$ cat src/rtl/assoc_pkg.sv
package assoc_pkg;

   // Structure used to reduce the match lines into the miss flag
   typedef enum logic [0:0] {
      MISS_FLAT = 1'b0,
      MISS_TREE = 1'b1
   } miss_style_e;

endpackage

$ cat src/rtl/assoc_row.sv
module assoc_row #(
   parameter int WIDTH = 16
) (
   input  logic             clk,
   input  logic             rst_n,
   input  logic             we_i,
   input  logic [WIDTH-1:0] wdata_i,
   input  logic [WIDTH-1:0] key_i,
   output logic             hit_o,
   output logic             valid_o,
   output logic [WIDTH-1:0] word_o
);

   logic [WIDTH-1:0] data_q;
   logic             valid_q;

   always_ff @(posedge clk or negedge rst_n) begin
      if (!rst_n) begin
         data_q  <= '0;
         valid_q <= 1'b0;
      end else if (we_i) begin
         data_q  <= wdata_i;
         valid_q <= 1'b1;
      end
   end

   // One comparator per word; an empty word never raises its line
   assign hit_o   = valid_q && (data_q == key_i);
   assign valid_o = valid_q;
   assign word_o  = valid_q ? data_q : '0;

   AST_ROW_WRITE_LANDS: assert property (@(posedge clk) disable iff (!rst_n)
      we_i |=> (valid_o && word_o == $past(wdata_i))) else $error("row write lost");

endmodule

$ cat src/rtl/assoc_miss.sv
module assoc_miss
   import assoc_pkg::*;
#(
   parameter int          N     = 8,
   parameter miss_style_e STYLE = MISS_TREE
) (
   input  logic [N-1:0] match_i,
   output logic         miss_o
);

   if (STYLE == MISS_FLAT) begin : g_flat
      assign miss_o = ~(|match_i);
   end else begin : g_tree
      localparam int LVLS = (N > 1) ? $clog2(N) : 1;
      localparam int P    = 1 << LVLS;
      logic node [2*P-1];
      for (genvar l = 0; l < P; l++) begin : g_leaf
         if (l < N) begin : g_used
            assign node[P-1+l] = match_i[l];
         end else begin : g_pad
            assign node[P-1+l] = 1'b0;
         end
      end
      for (genvar k = 0; k < P-1; k++) begin : g_or
         assign node[k] = node[2*k+1] | node[2*k+2];
      end
      assign miss_o = ~node[0];
   end

endmodule

$ cat src/rtl/assoc_mem.sv
module assoc_mem
   import assoc_pkg::*;
#(
   parameter int          WORDS      = 8,
   parameter int          WIDTH      = 16,
   parameter miss_style_e MISS_STYLE = MISS_TREE,
   localparam int         AW         = (WORDS > 1) ? $clog2(WORDS) : 1
) (
   input  logic             clk,
   input  logic             rst_n,
   input  logic [AW-1:0]    addr_i,
   input  logic             wr_en_i,
   input  logic [WIDTH-1:0] wr_data_i,
   input  logic             rd_en_i,
   output logic [WIDTH-1:0] rd_data_o,
   input  logic             srch_en_i,
   input  logic [WIDTH-1:0] key_i,
   output logic [WORDS-1:0] match_o,
   output logic             miss_o
);

   if (WORDS < 2) begin : g_bad_words
      $error("assoc_mem: WORDS must be at least 2");
   end
   if (WIDTH < 1) begin : g_bad_width
      $error("assoc_mem: WIDTH must be at least 1");
   end

   logic [WORDS-1:0] hit_w;
   logic [WORDS-1:0] valid_w;
   logic [WIDTH-1:0] word_w [WORDS];
   logic             addr_ok;
   logic             srch_go;
   logic [WIDTH-1:0] rd_mux;
   logic [WIDTH-1:0] rd_q;
   logic [WORDS-1:0] match_q;

   assign addr_ok = (int'(addr_i) < WORDS);
   // Addressed access owns the array; a colliding search is dropped
   assign srch_go = srch_en_i && !wr_en_i && !rd_en_i;

   for (genvar i = 0; i < WORDS; i++) begin : g_row
      assoc_row #(.WIDTH(WIDTH)) u_row (
         .clk     (clk),
         .rst_n   (rst_n),
         .we_i    (wr_en_i && addr_ok && (int'(addr_i) == i)),
         .wdata_i (wr_data_i),
         .key_i   (key_i),
         .hit_o   (hit_w[i]),
         .valid_o (valid_w[i]),
         .word_o  (word_w[i])
      );
   end

   always_comb begin
      rd_mux = '0;
      for (int i = 0; i < WORDS; i++) begin
         if (addr_ok && int'(addr_i) == i) rd_mux = word_w[i];
      end
   end

   always_ff @(posedge clk or negedge rst_n) begin
      if (!rst_n) begin
         rd_q    <= '0;
         match_q <= '0;
      end else begin
         if (rd_en_i) rd_q    <= rd_mux;
         if (srch_go) match_q <= hit_w;
      end
   end

   assoc_miss #(.N(WORDS), .STYLE(MISS_STYLE)) u_miss (
      .match_i (match_q),
      .miss_o  (miss_o)
   );

   assign rd_data_o = rd_q;
   assign match_o   = match_q;

   AST_MATCH_NEEDS_VALID: assert property (@(posedge clk) disable iff (!rst_n)
      (match_o & ~valid_w) == '0) else $error("invalid word flagged");
   AST_MISS_IS_NOR: assert property (@(posedge clk) disable iff (!rst_n)
      miss_o == (match_o == '0)) else $error("miss flag wrong");
   AST_WRITE_BEATS_SEARCH: assert property (@(posedge clk) disable iff (!rst_n)
      (wr_en_i && srch_en_i) |=> $stable(match_o)) else $error("search ran with write");
   AST_READ_BEATS_SEARCH: assert property (@(posedge clk) disable iff (!rst_n)
      (rd_en_i && srch_en_i) |=> $stable(match_o)) else $error("search ran with read");
   AST_IDLE_HOLDS_MATCH: assert property (@(posedge clk) disable iff (!rst_n)
      !srch_en_i |=> $stable(match_o)) else $error("match moved without search");
   AST_EMPTY_READS_ZERO: assert property (@(posedge clk) disable iff (!rst_n)
      (rd_en_i && addr_ok && !valid_w[addr_i]) |=> (rd_data_o == '0)) else $error("empty read nonzero");
   AST_RDATA_HOLDS: assert property (@(posedge clk) disable iff (!rst_n)
      !rd_en_i |=> $stable(rd_data_o)) else $error("read data moved");

endmodule

$ cat config.mk
export PLATFORM = sky130hd
export DESIGN_NAME = assoc_mem
export DESIGN_NICKNAME = d
export VERILOG_FILES = /design/src/rtl/assoc_pkg.sv /design/src/rtl/assoc_row.sv /design/src/rtl/assoc_miss.sv /design/src/rtl/assoc_mem.sv
export SDC_FILE = /design/constraint.sdc
export NUM_CORES = 1
export LEC_CHECK = 0
export BUFFER_PORTS_ARGS = -buffer_cell sky130_fd_sc_hd__buf_2
export CAP_MARGIN = 40
export CORE_UTILIZATION = 46
export DETAILED_ROUTE_END_ITERATION = 16
export PLACE_DENSITY = 0.62
export SETUP_SLACK_MARGIN = 0.4
export SLEW_MARGIN = 30
export SYNTH_ARGS = -nofsm -noshare
export SYNTH_HDL_FRONTEND = slang
export SYNTH_SLANG_ARGS = --single-unit
$ cat constraint.sdc
create_clock -name clk -period 1.8 [get_ports clk]
set_input_delay 0.09 -clock clk [delete_from_list [all_inputs] [get_ports clk]]
set_output_delay 0.09 -clock clk [all_outputs]
set_load 0.02 [all_outputs]
==> summary.txt, run 1 <==
Seq pwr share -> 0.447
count of different cell masters after synthesis -> 42
vias in the first global route -> 6379
worst clock skew -> 8.97 ps
post-synthesis xor/xnor area fraction -> 0.133
Post-Place Setup Slack -> 129 ps
Synth Flop Type -> sky130_fd_sc_hd__dfrtp_1
detail-routed net length per standard cell -> 26.0 um
sort of element at the end of the critical path -> output pin
final setup violation count -> 0
Reg2Reg Setup Slack -> 320 ps
chain of cells forming the critical path -> or4_4 > nor2_4 > buf_6
cell at the root of the clock tree -> sky130_fd_sc_hd__clkbuf_16
Clock H-tree levels -> 4
share of synthesized area spent on multiplexers -> 0.171
total number of nets in the final design -> 818
die boundary width -> 137 um
Worst Path Arrival -> 1650 ps
utilization of the core after routing -> 0.580
endpoint required time on the critical path -> 1710 ps
dpl cells -> 963
Layout Cell Area excl Fill -> 10400 um2
filler cell count in the final layout -> 1497
Slew headroom -> 0.412
Worst Tran Pin Value -> 882 ps
1st-pass router iterations -> 5
CP max stage delay -> 590 ps
Setup CP Type -> reg -> out
share of the yosys chip area belonging to registers -> 0.475
Clock Latency Late Sink -> 440 ps
dominant combinational cell family by area after synthesis -> multiplexers
Reg2Reg Depth -> 5
nature of the critical path startpoint -> flip-flop
Fin Setup TNS -> 0 ps
n_diodes -> 0
proportion of total power due to net switching -> 0.335
worst ir drop on vdd -> 0.000831 V
fraction of the mapped netlist area in compound gates -> 0.0935
startpoint of the most critical hold path -> wr_data_i[11]
power per cell area -> 1100 nW/um2
number of antenna violations at the first check in global routing -> 0
source of the critical timing path -> match_o[0]$_DFFE_PN0P_
global-route wire length before repair -> 38900 um
Synth Cell Area -> 8430 um2
starting density of the core -> 0.469
Max FO, Critical Path -> 2
core region area -> 18000 um2
post-synthesis area per instance -> 12.2 um2
CTS sink cnt -> 160
Pint -> 7.61 mW
endpoint of the worst-slack reg-to-reg timing path -> match_o[5]$_DFFE_PN0P_
Worst Hold Endpoint -> g_row[1].u_row.data_q[11]$_DFFE_PN0P_
GRT Util Overall -> 0.292
combinational group share of total power -> 0.242
number of instances in the synthesized netlist -> 691
max-slew violation total from the final report -> 0
DRT iter0 DRCs -> 415
count of endpoints failing hold in the final timing report -> 0
Boundary Pins -> 65
DP HPWL -> 18000 um
vias per inst -> 6.13
count of port buffers added during placement -> 64
EDFF count, synth -> 0
post-layout power -> 11.5 mW
Die Y-Extent -> 137 um
maximum clock rate -> 574 MHz
unrepaired setup endpoints after global routing -> yes
critical register-to-register path startpoint -> g_row[5].u_row.data_q[9]$_DFFE_PN0P_
post-synthesis sequential element count -> 160
WHS -> 18.0 ps
critical path's slowest cell -> sky130_fd_sc_hd__or4_4
number of cell rows -> 49
fraction of final layout cells with drive strength greater than 1 -> 0.468
overall routed net length -> 26500 um
Layout area overhead -> 23.6%
Placement Cell Area -> 9080 um2
post-route setup slack -> 57.6 ps
final weighted congestion in routability-driven placement -> 0.917
adder and majority cell fraction of the synthesized area -> 0
clock-pin slew of the registers on the worst-case setup and hold paths -> 70 ps
result of the run -> completed
max-capacitance violation count -> 0
Antenna Nets Post-Route -> 0
TritonCTS clock tree -> built
final worst path period share -> 0.968
number of cells traversed by the worst hold path -> 2
routed via count -> 6253
async set-reset flop share out of synthesis -> 1.00
gr ovfl total -> 0
area enclosed by the die boundary -> 18900 um2
post-synth net total -> 731
final cell count without fillers -> 1020
fraction of power consumed by the clock network -> 0.311
number of clock buffers inserted by TritonCTS -> 17
DR DRC count -> 0
CTS Buffer Depth -> 2
shortest period the worst path allows -> 1740 ps
maximum number of pins on one net before global-route repair -> 46
P_sw -> 3.84 mW
static leakage power -> 4.48 nW
area share of and/or/nand/nor cells after synthesis -> 0.0935
worst min-delay path class -> in -> reg
synthesis warning total -> 0
## how the worst max path moves through the flow
stage / slack (ps) / to / cells past startpoint
after detailed placement: 130 / rd_data_o[1]$_DFFE_PN0P_ / 5
after CTS: 60 / miss_o / 3
after floorplan: 390 / rd_data_o[7]$_DFFE_PN0P_ / 6
after global placement: 130 / rd_data_o[1]$_DFFE_PN0P_ / 5
after global routing: 40 / miss_o / 3
final: 60 / miss_o / 3
## cell families (layout without fill, tap and decap cells)
logic type / count (synthesis) / count (layout)
DFF: 160 / 160
xor gates and xnor gates: 128 / 128
muxes: 128 / 128
and+or+nand+nor: 118 / 120
AOI/OAI and AO/OA: 104 / 104
buffers and inverters: 53 / 151
## registers in the layout (all words and copies together) (netlist names)
| register | cells |
|---|---|
| g_row.u_row.data_q | 128 |
| rd_data_o | 16 |
| g_row.u_row.valid_o | 8 |
| match_o | 8 |
## synth_stat cells, types with 6 or more instances
cell type                  instances  area, um2
sky130_fd_sc_hd__dfrtp_1         160       4000
sky130_fd_sc_hd__mux2_2          126       1420
sky130_fd_sc_hd__xor2_1          120       1050
sky130_fd_sc_hd__nand2_1          33        124
sky130_fd_sc_hd__clkbuf_1         25       93.8
sky130_fd_sc_hd__nor4_1           24        150
sky130_fd_sc_hd__a22oi_1          18        135
sky130_fd_sc_hd__a32oi_1          17        149
sky130_fd_sc_hd__nand3_1          16       80.1
sky130_fd_sc_hd__a21oi_1          15       75.1
sky130_fd_sc_hd__a221oi_1         15        131
sky130_fd_sc_hd__buf_2            15       75.1
sky130_fd_sc_hd__o211a_1          14        140
sky130_fd_sc_hd__o21ai_0          13       65.1
sky130_fd_sc_hd__xnor2_1           8       70.1
sky130_fd_sc_hd__nand4_1           7       43.8
sky130_fd_sc_hd__nor3_1            7       35.0
sky130_fd_sc_hd__o31ai_1           7       52.6
sky130_fd_sc_hd__buf_6             6       67.6
## power groups by stage
stage / logic [mW] / clock network [mW] / registers, mW
after floorplan: 1.58 / 0 / 4.93
after global placement: 2.32 / 0 / 5.04
final: 2.78 / 3.56 / 5.12
after detailed placement: 2.36 / 0 / 5.07
after global routing: 2.96 / 3.72 / 5.20
after CTS: 2.57 / 3.58 / 5.02
## metal layers
layer	track usage	up-vias	routed length [um]
li1	-	2713	-
met5	0	-	0
met2	0.467	252	12500
met4	0.122	0	767
met1	0.383	3243	11400
met3	0.0607	45	1830
## cells in the final DEF (no fill, tap or decap), drive strengths merged, types with 5 or more instances in the layout
master | synthesis | routed
nand3 | 16 | 16
a221oi | 15 | 15
a32oi | 17 | 17
buf | 26 | 115
o31ai | 7 | 7
o21ai | 16 | 16
a22oi | 18 | 18
nand2 | 33 | 33
mux2 | 128 | 128
nor3 | 9 | 9
nor4 | 25 | 25
dfrtp | 160 | 160
o211a | 14 | 14
clkinvlp | 0 | 5
nand2b | 6 | 6
xnor2 | 8 | 8
nand4 | 8 | 8
clkbuf | 27 | 19
xor2 | 120 | 120
a21oi | 15 | 15
## critical path, delay by kind of cell, from the launching register on
kind                   cells  cell delay, ps
and+or+nand+nor            2             700
DFF                        1             390
buffers and inverters      1             120
## final cells by class
cell class | instances | area, um2 | share of cell area
sequential | 160 | 4010 | 0.385
tap | 229 | 287 | 0.0275
clock buffer | 18 | 439 | 0.0422
multi-input combinational | 480 | 4660 | 0.447
clock inverter | 14 | 134 | 0.0129
timing repair buffer | 119 | 895 | 0.0859
## timing repair
item,CTS,global route
hold buffers,2,0
pin swaps,10,30
cloned,3,1
setup buffers,16,3
endpoints found under the setup margin,23,25
gates resized for setup,41,65
hold endpoints to repair,55,0
Power figures use the tool's default switching activity.
==> run 2, diff against run 1 <==
Settings changed: PLACE_DENSITY 0.62 to 0.61, SYNTH_HIERARCHICAL from default to 1.
==> summary.txt, run 2 <==
gr ovfl total -> 0 (unchanged)
share of synthesized area spent on multiplexers -> 0.189 (+0.0179)
Clock Latency Late Sink -> 430 ps (about the same)
endpoint required time on the critical path -> 1710 ps (about the same)
post-synthesis sequential element count -> 160 (unchanged)
area share of and/or/nand/nor cells after synthesis -> 0.176 (+0.0823)
Synth Cell Area -> 9530 um2 (+13%)
Fin Setup TNS -> 0 ps (unchanged)
synthesis warning total -> 6 (+6)
Worst Hold Endpoint -> g_row[6].u_row/data_q[6]$_DFFE_PN0P_
Die Y-Extent -> 146 um (+6.3%)
Setup CP Type -> reg -> out
unrepaired setup endpoints after global routing -> yes
most common cell after layout, fill and taps aside -> sky130_fd_sc_hd__dfrtp_1
static leakage power -> 4.69 nW (+4.8%)
nature of the critical path startpoint -> flip-flop
register with the most flip-flops -> g_row.u_row/data_q
cell taking the most area after synthesis -> sky130_fd_sc_hd__dfrtp_1
global-route wire length before repair -> 45900 um (+18%)
fraction of final layout cells with drive strength greater than 1 -> 0.356 (-0.111)
most instantiated cells after synthesis -> sky130_fd_sc_hd__dfrtp_1 (160), sky130_fd_sc_hd__mux2_2 (136), sky130_fd_sc_hd__and2_1 (120)
dominant combinational cell family by area after synthesis -> multiplexers
sort of element at the end of the critical path -> output pin
Reg2Reg Depth -> 5 (unchanged)
routed via count -> 7124 (+14%)
number of cell rows -> 52 (+6.1%)
TritonCTS clock tree -> built
critical register-to-register path startpoint -> g_row[6].u_row/data_q[2]$_DFFE_PN0P_
adder and majority cell fraction of the synthesized area -> 0 (unchanged)
vias per inst -> 5.66 (-7.6%)
EDFF count, synth -> 0 (unchanged)
utilization of the core after routing -> 0.557 (-0.0230)
number of antenna violations at the first check in global routing -> 0 (unchanged)
post-synthesis area per instance -> 10.9 um2 (-10%)
power per cell area -> 1050 nW/um2 (-4.5%)
cell at the root of the clock tree -> sky130_fd_sc_hd__clkbuf_16
number of cells traversed by the worst hold path -> 2 (unchanged)
DRT iter0 DRCs -> 481 (+16%)
clock-pin slew of the registers on the worst-case setup and hold paths -> 60 ps (about the same)
Max FO, Critical Path -> 2 (unchanged)
max-slew violation total from the final report -> 0 (unchanged)
final setup violation count -> 0 (unchanged)
Layout area overhead -> 18.6%
shortest period the worst path allows -> 1720 ps (-26.4 ps)
Boundary Pins -> 65 (unchanged)
vias in the first global route -> 7299 (+14%)
core region area -> 20300 um2 (+13%)
overall routed net length -> 29600 um (+12%)
final weighted congestion in routability-driven placement -> 0.862 (-5.9%)
detail-routed net length per standard cell -> 23.5 um (-9.4%)
n_diodes -> 0 (unchanged)
count of different cell masters after synthesis -> 38 (-9.5%)
Worst Tran Pin Value -> 432 ps (-451 ps)
fraction of the mapped netlist area in compound gates -> 0.0668 (-0.0267)
total number of nets in the final design -> 1020 (+25%)
filler cell count in the final layout -> 1819 (+22%)
area enclosed by the die boundary -> 21300 um2 (+13%)
worst clock skew -> 8.33 ps (-0.640 ps)
CTS Buffer Depth -> 2 (unchanged)
number of clock buffers inserted by TritonCTS -> 17 (unchanged)
count of port buffers added during placement -> 64 (unchanged)
endpoint of the worst-slack reg-to-reg timing path -> match_o[6]$_DFFE_PN0P_
share of the yosys chip area belonging to registers -> 0.420 (-0.0552)
DP HPWL -> 20700 um (+15%)
highest-count cells in the layout ignoring fill and taps -> sky130_fd_sc_hd__dfrtp_1 (158), sky130_fd_sc_hd__mux2_2 (130), sky130_fd_sc_hd__and2_1 (119)
CTS sink cnt -> 160 (unchanged)
1st-pass router iterations -> 5 (unchanged)
DR DRC count -> 0 (unchanged)
post-synthesis xor/xnor area fraction -> 0.118 (-0.0155)
Largest register FFs -> 128 (unchanged)
starting density of the core -> 0.470 (+0.000565)
Reg2Reg Setup Slack -> 180 ps (-140 ps)
most frequently used cell type in the post-synthesis netlist -> sky130_fd_sc_hd__dfrtp_1
Clock H-tree levels -> 4 (unchanged)
Worst Path Arrival -> 1630 ps (-20 ps)
result of the run -> completed
portion of synthesized cell area occupied by the leading cell type -> 0.420 (-0.0552)
maximum number of pins on one net before global-route repair -> 43 (-6.5%)
top post-synthesis cells by area -> sky130_fd_sc_hd__dfrtp_1 (42%), sky130_fd_sc_hd__mux2_2 (16%), sky130_fd_sc_hd__xnor2_1 (8.8%), sky130_fd_sc_hd__and2_1 (7.9%), sky130_fd_sc_hd__xor2_1 (2.9%)
die boundary width -> 146 um (+6.3%)
GRT Util Overall -> 0.293 (+0.00153)
Synth Flop Type -> sky130_fd_sc_hd__dfrtp_1
async set-reset flop share out of synthesis -> 1.00 (unchanged)
final worst path period share -> 0.953 (-0.0147)
startpoint of the most critical hold path -> wr_data_i[6]
worst min-delay path class -> in -> reg
Slew headroom -> 0.712 (+0.300)
max-capacitance violation count -> 0 (unchanged)
post-synth net total -> 911 (+25%)
worst ir drop on vdd -> 0.000703 V (-15%)
Antenna Nets Post-Route -> 0 (unchanged)
number of instances in the synthesized netlist -> 871 (+26%)
count of endpoints failing hold in the final timing report -> 0 (unchanged)
maximum clock rate -> 583 MHz (+1.5%)
## run 2: timing repair
action | CTS | global route
pin swaps | 25 | 14
buffers inserted | 9 | 5
resized for setup | 23 | 14
endpoints found under the hold margin | 164 | 0
endpoints found under the setup margin | 25 | 23
hold buffers | 2 | 0
cloned | 0 | 0
## run 2: power breakdown
| group | total, mW | internal [mW] | leakage [nW] | switching, mW |
|---|---|---|---|---|
| combinational | 3.41 | 1.83 | 2.52 | 1.58 |
| clock | 3.51 | 2.07 | 0.265 | 1.44 |
| sequential | 4.96 | 4.32 | 1.91 | 0.636 |
| total | 11.9 | 8.21 | 4.69 | 3.66 |
## run 2: how the worst max path moves through the flow
| stage | start | to | slack [ps] | depth (start not counted) |
|---|---|---|---|---|
| 2_1_floorplan | addr_i[0] | g_row[2].u_row/data_q[10]$_DFFE_PN0P_ | 380 | 8 |
| 3_3_place_gp | g_row[1].u_row/data_q[13]$_DFFE_PN0P_ | match_o[1]$_DFFE_PN0P_ | 80 | 5 |
| 3_5_place_dp | g_row[6].u_row/data_q[2]$_DFFE_PN0P_ | match_o[6]$_DFFE_PN0P_ | 20 | 5 |
| 4_1_cts | match_o[1]$_DFFE_PN0P_ | miss_o | 70 | 3 |
| 5_1_grt | match_o[6]$_DFFE_PN0P_ | miss_o | 40 | 3 |
| 6_report | match_o[6]$_DFFE_PN0P_ | miss_o | 80 | 3 |
## run 2: layout make-up
class / count / area, um2 / area share
Timing Repair Buffer: 140 / 1050 / 0.0930
Sequential cell: 160 / 4010 / 0.354
Multi-Input combinational cell: 661 / 5360 / 0.474
Clock buffer: 20 / 457 / 0.0404
Clock inverter: 7 / 90.1 / 0.00797
Tap cell: 270 / 338 / 0.0299
## run 2: per-layer routing
layer,up-vias,routed length (um),track usage
met4,0,775,0.109
met1,3608,13600,0.403
met5,-,0,0
met3,54,1500,0.0455
met2,215,13800,0.467
li1,3247,-,-
## run 2: worst max-delay path, stage by stage, from the launching register on
cell	delay [ps]
sky130_fd_sc_hd__dfrtp_1	380
sky130_fd_sc_hd__or4_4	550
sky130_fd_sc_hd__nor2_4	150
sky130_fd_sc_hd__buf_6	130
## run 2: metrics by stage
step / cell area, um2 / cells / power (mW) / hold WS, ps / setup WS (ps)
5_1_grt: 11300 / 1258 / 12.5 / 20.0 / 43.3
4_1_cts: 11200 / 1253 / 11.9 / 2.96 / 65.0
6_report: 11300 / 1258 / 11.9 / 13.4 / 84.0
3_3_place_gp: 10500 / 1215 / 8.22 / 22.6 / 75.1
2_1_floorplan: 9610 / 871 / 7.20 / -206 / 376
3_5_place_dp: 10500 / 1215 / 8.26 / 20.3 / 24.0
## run 2: logic make-up after synthesis
family | after synthesis
and+or+nand+nor | 269
muxes | 163
DFF | 160
xor gates and xnor gates | 128
AOI/OAI and AO/OA | 101
buffers and inverters | 50
==> run 3, diff against run 2 <==
Settings changed: CELL_PAD_IN_SITES_DETAIL_PLACEMENT from default to 0, CELL_PAD_IN_SITES_GLOBAL_PLACEMENT from default to 1, PLACE_DENSITY 0.61 to 0.74.
Clock period 1.8 ns to 2.1 ns, I/O delays scaled along.
==> summary.txt, run 3 (synthesized netlist as in run 2, its figures left out) <==
detail-routed net length per standard cell -> 23.1 um (-1.9%)
WHS -> 34.5 ps (+21.1 ps)
die boundary width -> 146 um (unchanged)
CTS Buffer Depth -> 2 (unchanged)
Clock Latency Late Sink -> 430 ps (about the same)
number of cell rows -> 52 (unchanged)
most common cell after layout, fill and taps aside -> sky130_fd_sc_hd__dfrtp_1
post-layout power -> 9.91 mW (-17%)
result of the run -> completed
worst clock skew -> 7.52 ps (-0.807 ps)
max-capacitance violation count -> 0 (unchanged)
family with the most delay on the worst path -> simple AND/OR/NAND/NOR gates
n_diodes -> 0 (unchanged)
depth of the critical timing path with buffers and inverters included -> 5 (+2)
chain of cells forming the critical path -> xor2_1 > nor4_2 > nand4_1 > nor4_2 > mux2_2
Reg2Reg Depth -> 5 (unchanged)
number of cells traversed by the worst hold path -> 2 (unchanged)
number of clock buffers inserted by TritonCTS -> 17 (unchanged)
filler cell count in the final layout -> 1888 (+3.8%)
CP most frequent cell -> sky130_fd_sc_hd__nor4_2
count of endpoints failing hold in the final timing report -> 0 (unchanged)
GRT Util Overall -> 0.279 (-0.0139)
buffer and inverter count on the worst path -> 0 (-1)
core region area -> 20300 um2 (unchanged)
Worst Path Arrival -> 2150 ps (+520 ps)
DRT iter0 DRCs -> 463 (-3.7%)
global-route wire length before repair -> 43900 um (-4.4%)
Antenna Nets Post-Route -> 0 (unchanged)
Max FO, Critical Path -> 3 (+1)
static leakage power -> 4.50 nW (-4.1%)
DR DRC count -> 0 (unchanged)
unrepaired setup endpoints after global routing -> yes
highest-count cells in the layout ignoring fill and taps -> sky130_fd_sc_hd__dfrtp_1 (156), sky130_fd_sc_hd__mux2_2 (134), sky130_fd_sc_hd__and2_1 (120)
DP HPWL -> 19200 um (-7.1%)
1st-pass router iterations -> 5 (unchanged)
max-slew violation total from the final report -> 0 (unchanged)
number of antenna violations at the first check in global routing -> 0 (unchanged)
final worst path period share -> 0.846
clock-pin slew of the registers on the worst-case setup and hold paths -> 60 ps (about the same)
sort of element at the end of the critical path -> flip-flop
starting density of the core -> 0.470 (unchanged)
fraction of final layout cells with drive strength greater than 1 -> 0.326 (-0.0299)
overall routed net length -> 28500 um (-4.0%)
Largest register FFs -> 128 (unchanged)
total number of nets in the final design -> 990 (-2.9%)
cell at the root of the clock tree -> sky130_fd_sc_hd__clkbuf_16
final setup violation count -> 0 (unchanged)
Layout area overhead -> 14.4%
power per cell area -> 908 nW/um2 (-14%)
Setup CP Type -> reg -> reg
Clock H-tree levels -> 4 (unchanged)
Placement Cell Area -> 10300 um2 (-2.4%)
final weighted congestion in routability-driven placement -> 0.838 (-2.8%)
worst ir drop on vdd -> 0.000569 V (-19%)
shortest period the worst path allows -> 1780 ps
gr ovfl total -> 0 (unchanged)
final cell count without fillers -> 1232 (-2.1%)
worst min-delay path class -> in -> reg
Worst Tran Pin Value -> 869 ps (+437 ps)
Slew headroom -> 0.421 (-0.291)
nature of the critical path startpoint -> flip-flop
vias per inst -> 5.64 (-0.34%)
Die Y-Extent -> 146 um (unchanged)
vias in the first global route -> 6980 (-4.4%)
count of port buffers added during placement -> 64 (unchanged)
critical path's slowest cell -> sky130_fd_sc_hd__dfrtp_1
TritonCTS clock tree -> built
endpoint required time on the critical path -> 2470 ps (+760 ps)
register with the most flip-flops -> g_row.u_row/data_q
Layout Cell Area excl Fill -> 10900 um2 (-3.5%)
CP max stage delay -> 420 ps (-130 ps)
CTS sink cnt -> 160 (unchanged)
dpl cells -> 1193 (-1.8%)
area enclosed by the die boundary -> 21300 um2 (unchanged)
maximum number of pins on one net before global-route repair -> 52 (+21%)
routed via count -> 6953 (-2.4%)
maximum clock rate -> 563 MHz
Boundary Pins -> 65 (unchanged)
Fin Setup TNS -> 0 ps (unchanged)
==> run 3: cell types whose count changed in the layout (fill, tap and decap cells not counted), sizes merged <==
| cell | previous run | this run |
|---|---|---|
| clkbuf | 20 | 24 |
| clkinv | 3 | 5 |
| buf | 138 | 109 |
| clkinvlp | 2 | 1 |
| bufinv | 2 | 1 |
| dlygate4sd3 | 2 | 1 |
==> run 3: per-layer routing <==
metal | GRT usage | share of wire
met1 | 0.389 | 0.46
met3 | 0.0401 | 0.043
met4 | 0.0858 | 0.021
met2 | 0.449 | 0.47
met5 | 0 | 0
==> run 3: repair_timing <==
item | in CTS | in global routing
buffers inserted | 4 | 3
hold buffers | 1 | 0
pin swaps | 13 | 12
gates resized for setup | 9 | 4
setup endpoints to repair | 14 | 9
hold endpoints to repair | 41 | 0
==> run 3: worst paths after layout <==
check	start	endpoint	slack, ps
max reg2reg	g_row[2].u_row/data_q[13]$_DFFE_PN0P_	match_o[2]$_DFFE_PN0P_	320
min reg2reg	match_o[2]$_DFFE_PN0P_	match_o[2]$_DFFE_PN0P_	530
min	wr_data_i[14]	g_row[2].u_row/data_q[14]$_DFFE_PN0P_	30
max	g_row[2].u_row/data_q[13]$_DFFE_PN0P_	match_o[2]$_DFFE_PN0P_	320
min in group asynchronous	rst_n	g_row[0].u_row/data_q[1]$_DFFE_PN0P_	180
max in group asynchronous	rst_n	g_row[7].u_row/data_q[9]$_DFFE_PN0P_	1220
==> run 3: report_power, final <==
part           total, mW  internal (mW)  switching, mW  leakage [nW]
Clock               2.90           1.65           1.25         0.258
Combinational       2.72           1.47           1.25          2.33
Sequential          4.29           3.70          0.587          1.91
Total               9.91           6.82           3.09          4.50
==> run 3: metrics by stage <==
| step | util | worst slack (ps) |
|---|---|---|
| 6_report | 0.537 | 323 |
| 5_1_grt | 0.537 | 280 |
| 4_1_cts | 0.535 | 332 |
| 3_5_place_dp | 0.506 | 169 |
| 3_3_place_gp | 0.505 | 204 |
| 2_1_floorplan | - | 480 |
==> run 3: layout make-up <==
class | count | area (um2) | area share
clock buffer | 24 | 462 | 0.0423
timing repair buffer | 110 | 727 | 0.0666
tap | 270 | 338 | 0.0310
sequential | 160 | 4010 | 0.367
multi-input combinational | 661 | 5310 | 0.487
clock inverter | 7 | 62.6 | 0.00573
==> run 3: worst reg2reg max path, stage by stage, from the launching register on <==
cell,delay (ps)
sky130_fd_sc_hd__dfrtp_1,420
sky130_fd_sc_hd__xor2_1,170
sky130_fd_sc_hd__nor4_2,390
sky130_fd_sc_hd__nand4_1,300
sky130_fd_sc_hd__nor4_2,250
sky130_fd_sc_hd__mux2_2,200
